<file path="config.mk">
export PLATFORM = sky130hd
export DESIGN_NAME = lift53_fwd
export DESIGN_NICKNAME = d
export VERILOG_FILES = /design/src/rtl/lift53_pkg.sv /design/src/rtl/lift53_ctrl.sv /design/src/rtl/lift53_store.sv /design/src/rtl/lift53_alu.sv /design/src/rtl/lift53_fwd.sv
export SDC_FILE = /design/constraint.sdc
export NUM_CORES = 1
export LEC_CHECK = 0
export BUFFER_PORTS_ARGS = -buffer_cell sky130_fd_sc_hd__buf_2
export CORE_UTILIZATION = 35
export CTS_CLUSTER_DIAMETER = 120
export DETAILED_ROUTE_END_ITERATION = 10
export MAX_ROUTING_LAYER = met4
export PLACE_DENSITY = 0.53
export REMOVE_ABC_BUFFERS = 1
export SYNTH_ARGS = -nofsm -noshare
export SYNTH_HDL_FRONTEND = slang
export SYNTH_SLANG_ARGS = --single-unit
</file>
<file path="constraint.sdc">
create_clock -name clk -period 9 [get_ports clk]
set_clock_uncertainty 0.1 [all_clocks]
set_input_delay 1.8 -clock clk [delete_from_list [all_inputs] [get_ports clk]]
set_output_delay 1.8 -clock clk [all_outputs]
set_load 0.005 [all_outputs]
</file>
<file path="src/rtl/lift53_pkg.sv">
package lift53_pkg;

  // Operation carried out by the shared lifting path in a cycle.
  typedef enum logic [1:0] {
    OP_IDLE = 2'd0,
    OP_PRED = 2'd1,
    OP_UPD  = 2'd2
  } lift_op_e;

  // Operand routing for the shared lifting path.
  typedef struct packed {
    lift_op_e op;
    logic     c_mirror;   // predict: right even neighbour is the stored one (line end)
    logic     a_old;      // update: base even sample is the older stored one
    logic     b_dup;      // update: left residual replaced by the current one (line start)
  } lift_ctl_t;

endpackage

</file>
<file path="src/rtl/lift53_ctrl.sv">
module lift53_ctrl
  import lift53_pkg::*;
(
  input  logic      clk,
  input  logic      rst_n,
  input  logic      in_valid,
  input  logic      in_sol,
  input  logic      in_eol,
  output lift_ctl_t ctl,
  output logic      ev_wr,
  output logic      od_wr
);

  logic par_odd_q, par_odd_d;   // next accepted sample sits at an odd position
  logic pair0_q,   pair0_d;     // still inside the first sample pair of the line
  logic upd0_q,    upd0_d;      // no low-pass value produced yet in this line
  logic tail1_q,   tail1_d;     // closing predict pending
  logic tail2_q,   tail2_d;     // closing update pending
  logic tfirst_q,  tfirst_d;    // closing update is the first of its line
  logic tshift_q,  tshift_d;    // a new line began during the closing predict

  logic is_even, ev_arr, od_arr, eol_arr, pred_norm, upd_norm;

  always_comb begin
    is_even   = in_sol | ~par_odd_q;
    ev_arr    = in_valid & is_even;
    od_arr    = in_valid & ~is_even;
    eol_arr   = od_arr & in_eol;
    pred_norm = ev_arr & ~in_sol;
    upd_norm  = od_arr & ~pair0_q;

    par_odd_d = par_odd_q;
    if (in_valid) par_odd_d = is_even;

    pair0_d = pair0_q;
    if (ev_arr) pair0_d = in_sol;

    upd0_d = upd0_q;
    if (ev_arr && in_sol)  upd0_d = 1'b1;
    else if (upd_norm)     upd0_d = 1'b0;

    tail1_d  = eol_arr;
    tail2_d  = tail1_q;
    tfirst_d = eol_arr ? pair0_q : tfirst_q;
    tshift_d = tail1_q & ev_arr & in_sol;
  end

  // Operation select: the line-end slots have priority; on a well-formed
  // stream they never coincide with an operation from a new sample.
  always_comb begin
    ctl = '0;
    if (tail1_q) begin
      ctl.op       = OP_PRED;
      ctl.c_mirror = 1'b1;
    end else if (tail2_q) begin
      ctl.op    = OP_UPD;
      ctl.a_old = tshift_q;
      ctl.b_dup = tfirst_q;
    end else if (pred_norm) begin
      ctl.op = OP_PRED;
    end else if (upd_norm) begin
      ctl.op    = OP_UPD;
      ctl.a_old = 1'b1;
      ctl.b_dup = upd0_q;
    end
    ev_wr = ev_arr;
    od_wr = od_arr;
  end

  always_ff @(posedge clk or negedge rst_n) begin
    if (!rst_n) begin
      par_odd_q <= 1'b0;
      pair0_q   <= 1'b1;
      upd0_q    <= 1'b1;
      tail1_q   <= 1'b0;
      tail2_q   <= 1'b0;
      tfirst_q  <= 1'b0;
      tshift_q  <= 1'b0;
    end else begin
      par_odd_q <= par_odd_d;
      pair0_q   <= pair0_d;
      upd0_q    <= upd0_d;
      tail1_q   <= tail1_d;
      tail2_q   <= tail2_d;
      tfirst_q  <= tfirst_d;
      tshift_q  <= tshift_d;
    end
  end

endmodule

</file>
<file path="src/rtl/lift53_store.sv">
module lift53_store
  import lift53_pkg::*;
#(
  parameter int DATA_W = 8,
  parameter int COEF_W = DATA_W + 2
) (
  input  logic                     clk,
  input  logic                     rst_n,
  input  lift_ctl_t                ctl,
  input  logic                     ev_wr,
  input  logic                     od_wr,
  input  logic signed [DATA_W-1:0] in_sample,
  input  logic signed [COEF_W-1:0] res,
  output logic signed [COEF_W-1:0] opa,
  output logic signed [COEF_W-1:0] opb,
  output logic signed [COEF_W-1:0] opc
);

  localparam int EXT_W = COEF_W - DATA_W;

  logic signed [DATA_W-1:0] ev0_q, ev0_d, ev1_q, ev1_d, od_q, od_d;
  logic signed [COEF_W-1:0] dq0_q, dq0_d, dq1_q, dq1_d;
  logic                     dq_wr;

  function automatic logic signed [COEF_W-1:0] widen(input logic signed [DATA_W-1:0] v);
    return {{EXT_W{v[DATA_W-1]}}, v};
  endfunction

  // Next state with explicit enables.
  always_comb begin
    dq_wr = (ctl.op == OP_PRED);
    ev0_d = ev0_q;
    ev1_d = ev1_q;
    od_d  = od_q;
    dq0_d = dq0_q;
    dq1_d = dq1_q;
    if (ev_wr) begin
      ev1_d = ev0_q;
      ev0_d = in_sample;
    end
    if (od_wr) od_d = in_sample;
    if (dq_wr) begin
      dq1_d = dq0_q;
      dq0_d = res;
    end
  end

  // Operand routing into the shared path.
  always_comb begin
    opa = '0;
    opb = '0;
    opc = '0;
    case (ctl.op)
      OP_PRED: begin
        opa = widen(od_q);
        opb = widen(ev0_q);
        opc = ctl.c_mirror ? widen(ev0_q) : widen(in_sample);
      end
      OP_UPD: begin
        opa = ctl.a_old ? widen(ev1_q) : widen(ev0_q);
        opb = ctl.b_dup ? dq0_q : dq1_q;
        opc = dq0_q;
      end
      default: begin
        opa = '0;
        opb = '0;
        opc = '0;
      end
    endcase
  end

  always_ff @(posedge clk or negedge rst_n) begin
    if (!rst_n) begin
      ev0_q <= '0;
      ev1_q <= '0;
      od_q  <= '0;
      dq0_q <= '0;
      dq1_q <= '0;
    end else begin
      ev0_q <= ev0_d;
      ev1_q <= ev1_d;
      od_q  <= od_d;
      dq0_q <= dq0_d;
      dq1_q <= dq1_d;
    end
  end

endmodule

</file>
<file path="src/rtl/lift53_alu.sv">
module lift53_alu #(
  parameter int COEF_W = 10
) (
  input  logic                     pred,
  input  logic signed [COEF_W-1:0] opa,
  input  logic signed [COEF_W-1:0] opb,
  input  logic signed [COEF_W-1:0] opc,
  output logic signed [COEF_W-1:0] res
);

  localparam int SUM_W = COEF_W + 1;

  logic signed [SUM_W-1:0] bias, pair_sum, scaled;

  // Shared path: neighbour sum, one shift select, then add or subtract.
  always_comb begin
    bias     = pred ? SUM_W'(0) : SUM_W'(2);
    pair_sum = SUM_W'(opb) + SUM_W'(opc) + bias;
    scaled   = pred ? (pair_sum >>> 1) : (pair_sum >>> 2);
    res      = pred ? (opa - scaled[COEF_W-1:0]) : (opa + scaled[COEF_W-1:0]);
  end

endmodule

</file>
<file path="src/rtl/lift53_fwd.sv">
module lift53_fwd
  import lift53_pkg::*;
#(
  parameter int DATA_W = 8
) (
  input  logic                     clk,
  input  logic                     rst_n,
  input  logic                     in_valid,
  input  logic                     in_sol,
  input  logic                     in_eol,
  input  logic signed [DATA_W-1:0] in_sample,
  output logic                     out_valid,
  output logic                     out_high,
  output logic signed [DATA_W+1:0] out_coef
);

  localparam int COEF_W = DATA_W + 2;

  lift_ctl_t                ctl;
  logic                     ev_wr, od_wr;
  logic signed [COEF_W-1:0] opa, opb, opc, res;

  logic                     ov_q, ov_d, oh_q, oh_d;
  logic signed [COEF_W-1:0] oc_q, oc_d;

  lift53_ctrl i_ctrl (
    .clk      (clk),
    .rst_n    (rst_n),
    .in_valid (in_valid),
    .in_sol   (in_sol),
    .in_eol   (in_eol),
    .ctl      (ctl),
    .ev_wr    (ev_wr),
    .od_wr    (od_wr)
  );

  lift53_store #(
    .DATA_W (DATA_W),
    .COEF_W (COEF_W)
  ) i_store (
    .clk       (clk),
    .rst_n     (rst_n),
    .ctl       (ctl),
    .ev_wr     (ev_wr),
    .od_wr     (od_wr),
    .in_sample (in_sample),
    .res       (res),
    .opa       (opa),
    .opb       (opb),
    .opc       (opc)
  );

  lift53_alu #(
    .COEF_W (COEF_W)
  ) i_alu (
    .pred (ctl.op == OP_PRED),
    .opa  (opa),
    .opb  (opb),
    .opc  (opc),
    .res  (res)
  );

  // Output register; the coefficient only loads when a result is produced.
  always_comb begin
    ov_d = (ctl.op != OP_IDLE);
    oh_d = (ctl.op == OP_PRED);
    oc_d = ov_d ? res : oc_q;
  end

  always_ff @(posedge clk or negedge rst_n) begin
    if (!rst_n) begin
      ov_q <= 1'b0;
      oh_q <= 1'b0;
      oc_q <= '0;
    end else begin
      ov_q <= ov_d;
      oh_q <= oh_d;
      oc_q <= oc_d;
    end
  end

  assign out_valid = ov_q;
  assign out_high  = oh_q;
  assign out_coef  = oc_q;

endmodule

</file>
Word-level counts from Yosys, hierarchy flattened
Index checks and enable logic that the tools add are counted.
{"block": "word_totals", "out_inout_bits": 12, "in_bits": 13, "reg_bits": 63, "wordCells": 56}
{"block": "op_classes", "n_reduce_logical": 3, "n_addsub": 4, "bitwise": 12, "n_eq_ne": 2, "n_mux": 20}
{"cell": "one-hot mux 10 bit (2 select lines)", "n": 3}
{"cell": "2-to-1 mux 10 bit", "n": 4}
{"cell": "2-to-1 mux 2 bit", "n": 9}
{"cell": "adder 10 x 10 -> 11 bit", "n": 1}
{"cell": "adder 11 x 3 -> 11 bit", "n": 1}
{"cell": "adder 10 bit", "n": 1}
{"cell": "subtractor 10 bit", "n": 1}
{"cell": "2-to-1 mux 9 bit", "n": 1}
{"cell": "bitwise AND 1 bit", "n": 7}
{"cell": "NOT 1 bit", "n": 4}
{"cell": "nonzero test 2 bit", "n": 2}
{"cell": "2-to-1 mux 1 bit", "n": 3}
{"cell": "equality test 2 x 1 -> 1 bit (second input constant)", "n": 1}
{"cell": "equality test 2 bit (second input constant)", "n": 1}
{"cell": "logical AND 1 bit", "n": 1}
{"cell": "OR 1 bit", "n": 1}

Longest topological paths before layout
{"block": "logic_depth", "ltp_word": 16, "mapped_depth": 32, "mapped_depth_nobuf": 28}

Hierarchy
A second synthesis with hierarchy kept.
{"block": "hier_totals", "hier_cells": 386, "hier_area_um2": 4469.3}
{"module": "lift53_store", "seq_area_each_um2": 1101.1, "cells_per_inst": 170, "instances": 1, "area_per_inst_um2": 2362.3}
{"module": "lift53_alu", "seq_area_each_um2": 0.0, "cells_per_inst": 160, "instances": 1, "area_per_inst_um2": 1260.0}
{"module": "lift53_fwd", "seq_area_each_um2": 300.3, "cells_per_inst": 26, "instances": 1, "area_per_inst_um2": 476.7}
{"module": "lift53_ctrl", "seq_area_each_um2": 177.7, "cells_per_inst": 30, "instances": 1, "area_per_inst_um2": 370.4}

Worst setup path after synthesis
Ideal clock, no wire load.
{"block": "synth_timing", "path_type": "input to register", "from": "input port in_sol", "to": "register oc_q[9] (netlist: out_coef[9])", "required_ns": 8.831, "setup_slack_ns": 1.299, "cell_stages": 29, "arrival_ns": 7.532, "setup_time_ns": 0.069, "cell_sequence": "o21ai_2 > clkbuf_1 > nor3_1 > nor2_1 > inv_1 > ha_1 > clkbuf_1 > clkbuf_1 > buf_1 > nand2_1 > o21ai_0 > nand2_1 > fa_1 > inv_1 > ha_1 > fa_1 > xor2_1 > mux2i_1 > ha_1 > mux2i_1 > ha_1 > nor2b_1 > o21a_1 > a311oi_1 > o2bb2ai_1 > o21ai_0 > xor2_1 > or3_1 > nand3_1"}
{"block": "synth_between", "elab_chain_len": 15}
{"item": "start: declaration", "line": "lift53_fwd.sv:9", "text": "input logic in_sol,"}
{"item": "OR 1 bit", "line": "lift53_ctrl.sv:25", "text": "is_even = in_sol | ~par_odd_q;"}
{"item": "NOT 1 bit", "line": "lift53_ctrl.sv:27", "text": "od_arr = in_valid & ~is_even;"}
{"item": "bitwise AND 1 bit", "line": "lift53_ctrl.sv:27"}
{"item": "bitwise AND 1 bit", "line": "lift53_ctrl.sv:30", "text": "upd_norm = od_arr & ~pair0_q;"}
{"item": "2-to-1 mux 2 bit", "line": "lift53_ctrl.sv:61", "text": "end else if (upd_norm) begin"}
{"item": "2-to-1 mux 2 bit *", "line": "lift53_ctrl.sv:59", "text": "end else if (pred_norm) begin"}
{"item": "2-to-1 mux 2 bit *", "line": "lift53_ctrl.sv:55", "text": "end else if (tail2_q) begin"}
{"item": "2-to-1 mux 2 bit *", "line": "lift53_ctrl.sv:52", "text": "if (tail1_q) begin"}
{"item": "equality test 2 x 1 -> 1 bit *", "line": "lift53_fwd.sv:56", "text": ".pred (ctl.op == OP_PRED),"}
{"item": "via i_alu.pred", "line": "lift53_alu.sv:4", "text": "input logic pred,"}
{"item": "one-hot mux 10 bit (2 select lines)", "line": "lift53_store.sv:53", "text": "case (ctl.op)"}
{"item": "adder 10 x 10 -> 11 bit", "line": "lift53_alu.sv:18", "text": "pair_sum = SUM_W'(opb) + SUM_W'(opc) + bias;"}
{"item": "adder 11 x 3 -> 11 bit", "line": "lift53_alu.sv:18"}
{"item": "2-to-1 mux 9 bit", "line": "lift53_alu.sv:19", "text": "scaled = pred ? (pair_sum >>> 1) : (pair_sum >>> 2);"}
{"item": "adder 10 bit or subtractor 10 bit (tied branches)", "line": "lift53_alu.sv:20", "text": "res = pred ? (opa - scaled[COEF_W-1:0]) : (opa + scaled[COEF_W-1:0]);"}
{"item": "2-to-1 mux 10 bit *", "line": "lift53_alu.sv:20"}
{"item": "end signal: assignment", "line": "lift53_fwd.sv:74", "text": "oc_q <= '0;"}
{"item": "end signal: assignment", "line": "lift53_fwd.sv:78", "text": "oc_q <= oc_d;"}
{"item": "end: declaration", "line": "lift53_fwd.sv:24", "text": "logic signed [COEF_W-1:0] oc_q, oc_d;"}
The timed path passes the listed nets; every way through them passes the cells marked *.
A chain may end at the register's enable or synchronous reset.

Worst setup path after layout
{"block": "layout_timing", "from": "input port in_sol", "to": "register i_store.dq0_q[8]"}
{"block": "layout_between", "elab_chain_len": 15}
{"item": "OR 1 bit", "line": "lift53_ctrl.sv:25"}
{"item": "NOT 1 bit", "line": "lift53_ctrl.sv:27"}
{"item": "bitwise AND 1 bit", "line": "lift53_ctrl.sv:27"}
{"item": "bitwise AND 1 bit", "line": "lift53_ctrl.sv:30"}
{"item": "2-to-1 mux 2 bit", "line": "lift53_ctrl.sv:61"}
{"item": "2-to-1 mux 2 bit *", "line": "lift53_ctrl.sv:59"}
{"item": "2-to-1 mux 2 bit *", "line": "lift53_ctrl.sv:55"}
{"item": "2-to-1 mux 2 bit *", "line": "lift53_ctrl.sv:52"}
{"item": "equality test 2 x 1 -> 1 bit *", "line": "lift53_fwd.sv:56"}
{"item": "via i_alu.pred", "line": "lift53_alu.sv:4"}
{"item": "one-hot mux 10 bit (2 select lines)", "line": "lift53_store.sv:53"}
{"item": "adder 10 x 10 -> 11 bit", "line": "lift53_alu.sv:18"}
{"item": "adder 11 x 3 -> 11 bit", "line": "lift53_alu.sv:18"}
{"item": "2-to-1 mux 9 bit", "line": "lift53_alu.sv:19"}
{"item": "adder 10 bit or subtractor 10 bit (tied branches)", "line": "lift53_alu.sv:20"}
{"item": "2-to-1 mux 10 bit", "line": "lift53_alu.sv:20"}
{"item": "end signal: assignment", "line": "lift53_store.sv:83", "text": "dq0_q <= dq0_d;"}
{"item": "end: declaration", "line": "lift53_store.sv:22", "text": "logic signed [COEF_W-1:0] dq0_q, dq0_d, dq1_q, dq1_d;"}
Marked as above.

==> metrics.yaml <==
outcome: "finished, final reports clean"
p_leak_nw: 2.25
grt_use_met1_pct: 25.0
cts_buffers: 9
crit_fanout: 47
io_pins: 25
final_cell_mix: "nand2_1, dfrtp_1, o21ai_0, mux2_2, ha_1"
register_area_um2: 1580
avgSynthCellArea_um2: 9.79
crit_path_end_kind: "register"
drtPass1Iterations: 5
diodes: 0
cts_tree: "yes"
clockBufferDepth: 2
placed_cells: 595
area_delta_synth_final_pct: 14.0
tns_ps: 0
cts_sinks: 63
grt_overflow_total: 0
rows: 39
nFillCells: 1141
place.port_buffers: 24
cp_common_cell: "o21ai_0"
hpwl_um: 7190
avgRoutedWirePerCell_um: 16.4
min_delay_worst_endpoint: "out_coef[2]$_DFFE_PN0P_"
die_area_um2: 12600
postCtsSetupBuffers: 0
powerDensity_nw_per_um2: 251
pre_cts_ws_ps: 1350
worstReg2RegEnd: "i_store.dq0_q[8]$_DFFE_PN0N_"
ctsHoldBuffers: 0
critPathSlowestCell: "buf_4"
synth_top_cell_area_share_pct: 35.8
fin_crit_sh_pct: 82.5
power_mw: 1.22
drive_gt1_share_pct: 22.2
hold_viol: 0
syn_area_um2: 4270
grt_max_degree: 64
vias_per_cell: 5.36
ys_ff_latch: 63
ctsHtreeMaxLevel: 3
antenna_found_initial: 0
grt_first_pass_wirelength_um: 17400
finalWeightedCongestion: 0.791
cts-root-buf: "clkbuf_16"
regToRegSetupSlack_ps: 2720
drv_slew: 0
cp.required_ps: 9110
synth_cell_types: 51
postLayoutCellArea_um2: 4870
min_path_type: "register to register"
vias: 3276
r2r_start: "i_ctrl.par_odd_q$_DFFE_PN0P_"
rr_worst_depth: 27
core_area_um2: 11700
setup_ws_ps: 1580
busiest_layer: "met2"
min_period_ps: 7420
final_cells: 611
drcViolationCount: 0
crit_type: "primary input to register"
globalRouteTotalUtil_pct: 18.5
grt_pass1_vias: 3360
maxCapViolCount: 0
worst_skew_pair.late_latency_ps: 340
worst_pin_slew_ps: 821
ant_nets: 0
max_freq_ghz: 0.135
initial_core_util_pct: 36.6
rsz0062_at_grt: "false"
multi_input_area_um2: 2530
postPlaceCellArea_um2: 4570
synthCells: 436
met3_usage_pct: 3.35
async_flop_share_pct: 100
yosysWarnings: 0
fin_nets: 509
clk_pin_slew_ps: 50
synth_edf_count: 0
finalWirelength_um: 10000
die_y_um: 112
cp-start-kind: "primary input"
post_cts_resized: 0
whs_path_depth: 2
synth_flop_cell: "dfrtp_1"
setup_viol_count_final: 0
vdd.ir_drop.worst_uv: 97.5
yosysTopAreaCell: "dfrtp_1"
cpPeakStageDelay_ps: 530
seq_area_frac_synth_pct: 37.0
arrival_ps: 7540
slew-limit-headroom_pct: 45.3
layout_commonest_cell: "nand2_1"
drt-initial-drc-count: 158
synth_area_leaders: "dfrtp_1, mux2_2, ha_1, mux2i_1, nand2_1"
grtUsageMet2_pct: 27.8
die_w_um: 112
hp-start: "out_coef[2]$_DFFE_PN0P_"
==> cell families (layout without fill, tap and decap cells) <==
family	count (synthesis)	in the layout	share of synthesized area (%)
fa+ha+maj	33	33	10.2
mux	72	72	18.2
simple gates	119	119	13.0
flops	63	63	37.0
compound gates	93	93	14.6
buf+inv	42	74	3.69
xor+xnor	14	14	3.37
==> where the power goes <==
part	total [mW]	leakage [nW]	internal (mW)	switching, mW
registers	0.443	0.744	0.379	0.0644
logic	0.431	1.36	0.206	0.226
clock network	0.349	0.144	0.230	0.119
==> worst max-delay path, delay by kind of cell <==
family,cells,cell delay [ps]
adders and majority gates,5,1630
and+or+nand+nor,5,660
muxes,1,140
AOI/OAI and AO/OA,10,1770
buffers and inverters,4,990
xor gates and xnor gates,2,540
==> state kept, by name, summed over array words and instances (netlist names) <==
| register | flops |
|---|---|
| i_store.ev0_q | 8 |
| i_ctrl.par_odd_q | 1 |
| i_store.ev1_q | 8 |
| i_ctrl.tail1_q | 1 |
| out_coef | 10 |
| i_ctrl.tfirst_q | 1 |
| i_ctrl.tail2_q | 1 |
| i_ctrl.tshift_q | 1 |
| i_ctrl.pair0_q | 1 |
| i_store.dq0_q | 10 |
| out_valid | 1 |
| i_store.dq1_q | 10 |
| out_high | 1 |
| i_store.od_q | 8 |
| i_ctrl.upd0_q | 1 |
==> cell type report <==
cell class,count,share of cell area (%)
well taps,143,3.68
multi-input cells,331,52.0
inverters,26,2.01
clock buffers,15,5.50
repair buffers,32,3.70
flip-flops and latches,63,32.5
clock inverters,1,0.617
==> synthesized netlist by cell type, types with 3 or more instances <==
library cell	count
xor2_1	5
o31ai_1	3
nand3_1	5
and2_1	17
buf_1	4
fa_1	3
a21boi_0	5
inv_1	25
ha_1	30
o21ai_2	3
a21oi_1	17
mux2_2	44
dfrtp_1	61
clkbuf_1	12
and3_1	4
o21ai_0	44
nor2_1	16
mux2i_1	28
xnor2_1	7
nand2_1	64
==> routing by layer <==
layer	share of wire [%]	up-vias
met5	0	-
met4	1.9	0
met3	2.8	19
met2	44	51
met1	51	1617
li1	-	1589
==> metrics by stage <==
stage / hold WS [ps] / utilization (%)
after floorplan: 349 / -
after global placement: 351 / 39.2
after detailed placement: 364 / 39.2
after CTS: 376 / 41.7
after global routing: 397 / 41.7
final: 367 / 41.7
==> worst max-delay path by stage <==
stage | startpoint | cells past startpoint | endpoint
final | in_sol | 27 | i_store.dq0_q[8]$_DFFE_PN0N_
after global routing | in_sol | 27 | i_store.dq0_q[8]$_DFFE_PN0N_
after CTS | in_sol | 27 | i_store.dq0_q[8]$_DFFE_PN0N_
after detailed placement | in_sol | 27 | i_store.dq0_q[8]$_DFFE_PN0N_
after global placement | in_sol | 27 | out_coef[9]$_DFFE_PN0P_
after floorplan | in_sol | 25 | out_coef[9]$_DFFE_PN0P_
Power figures use the tool's default switching activity.
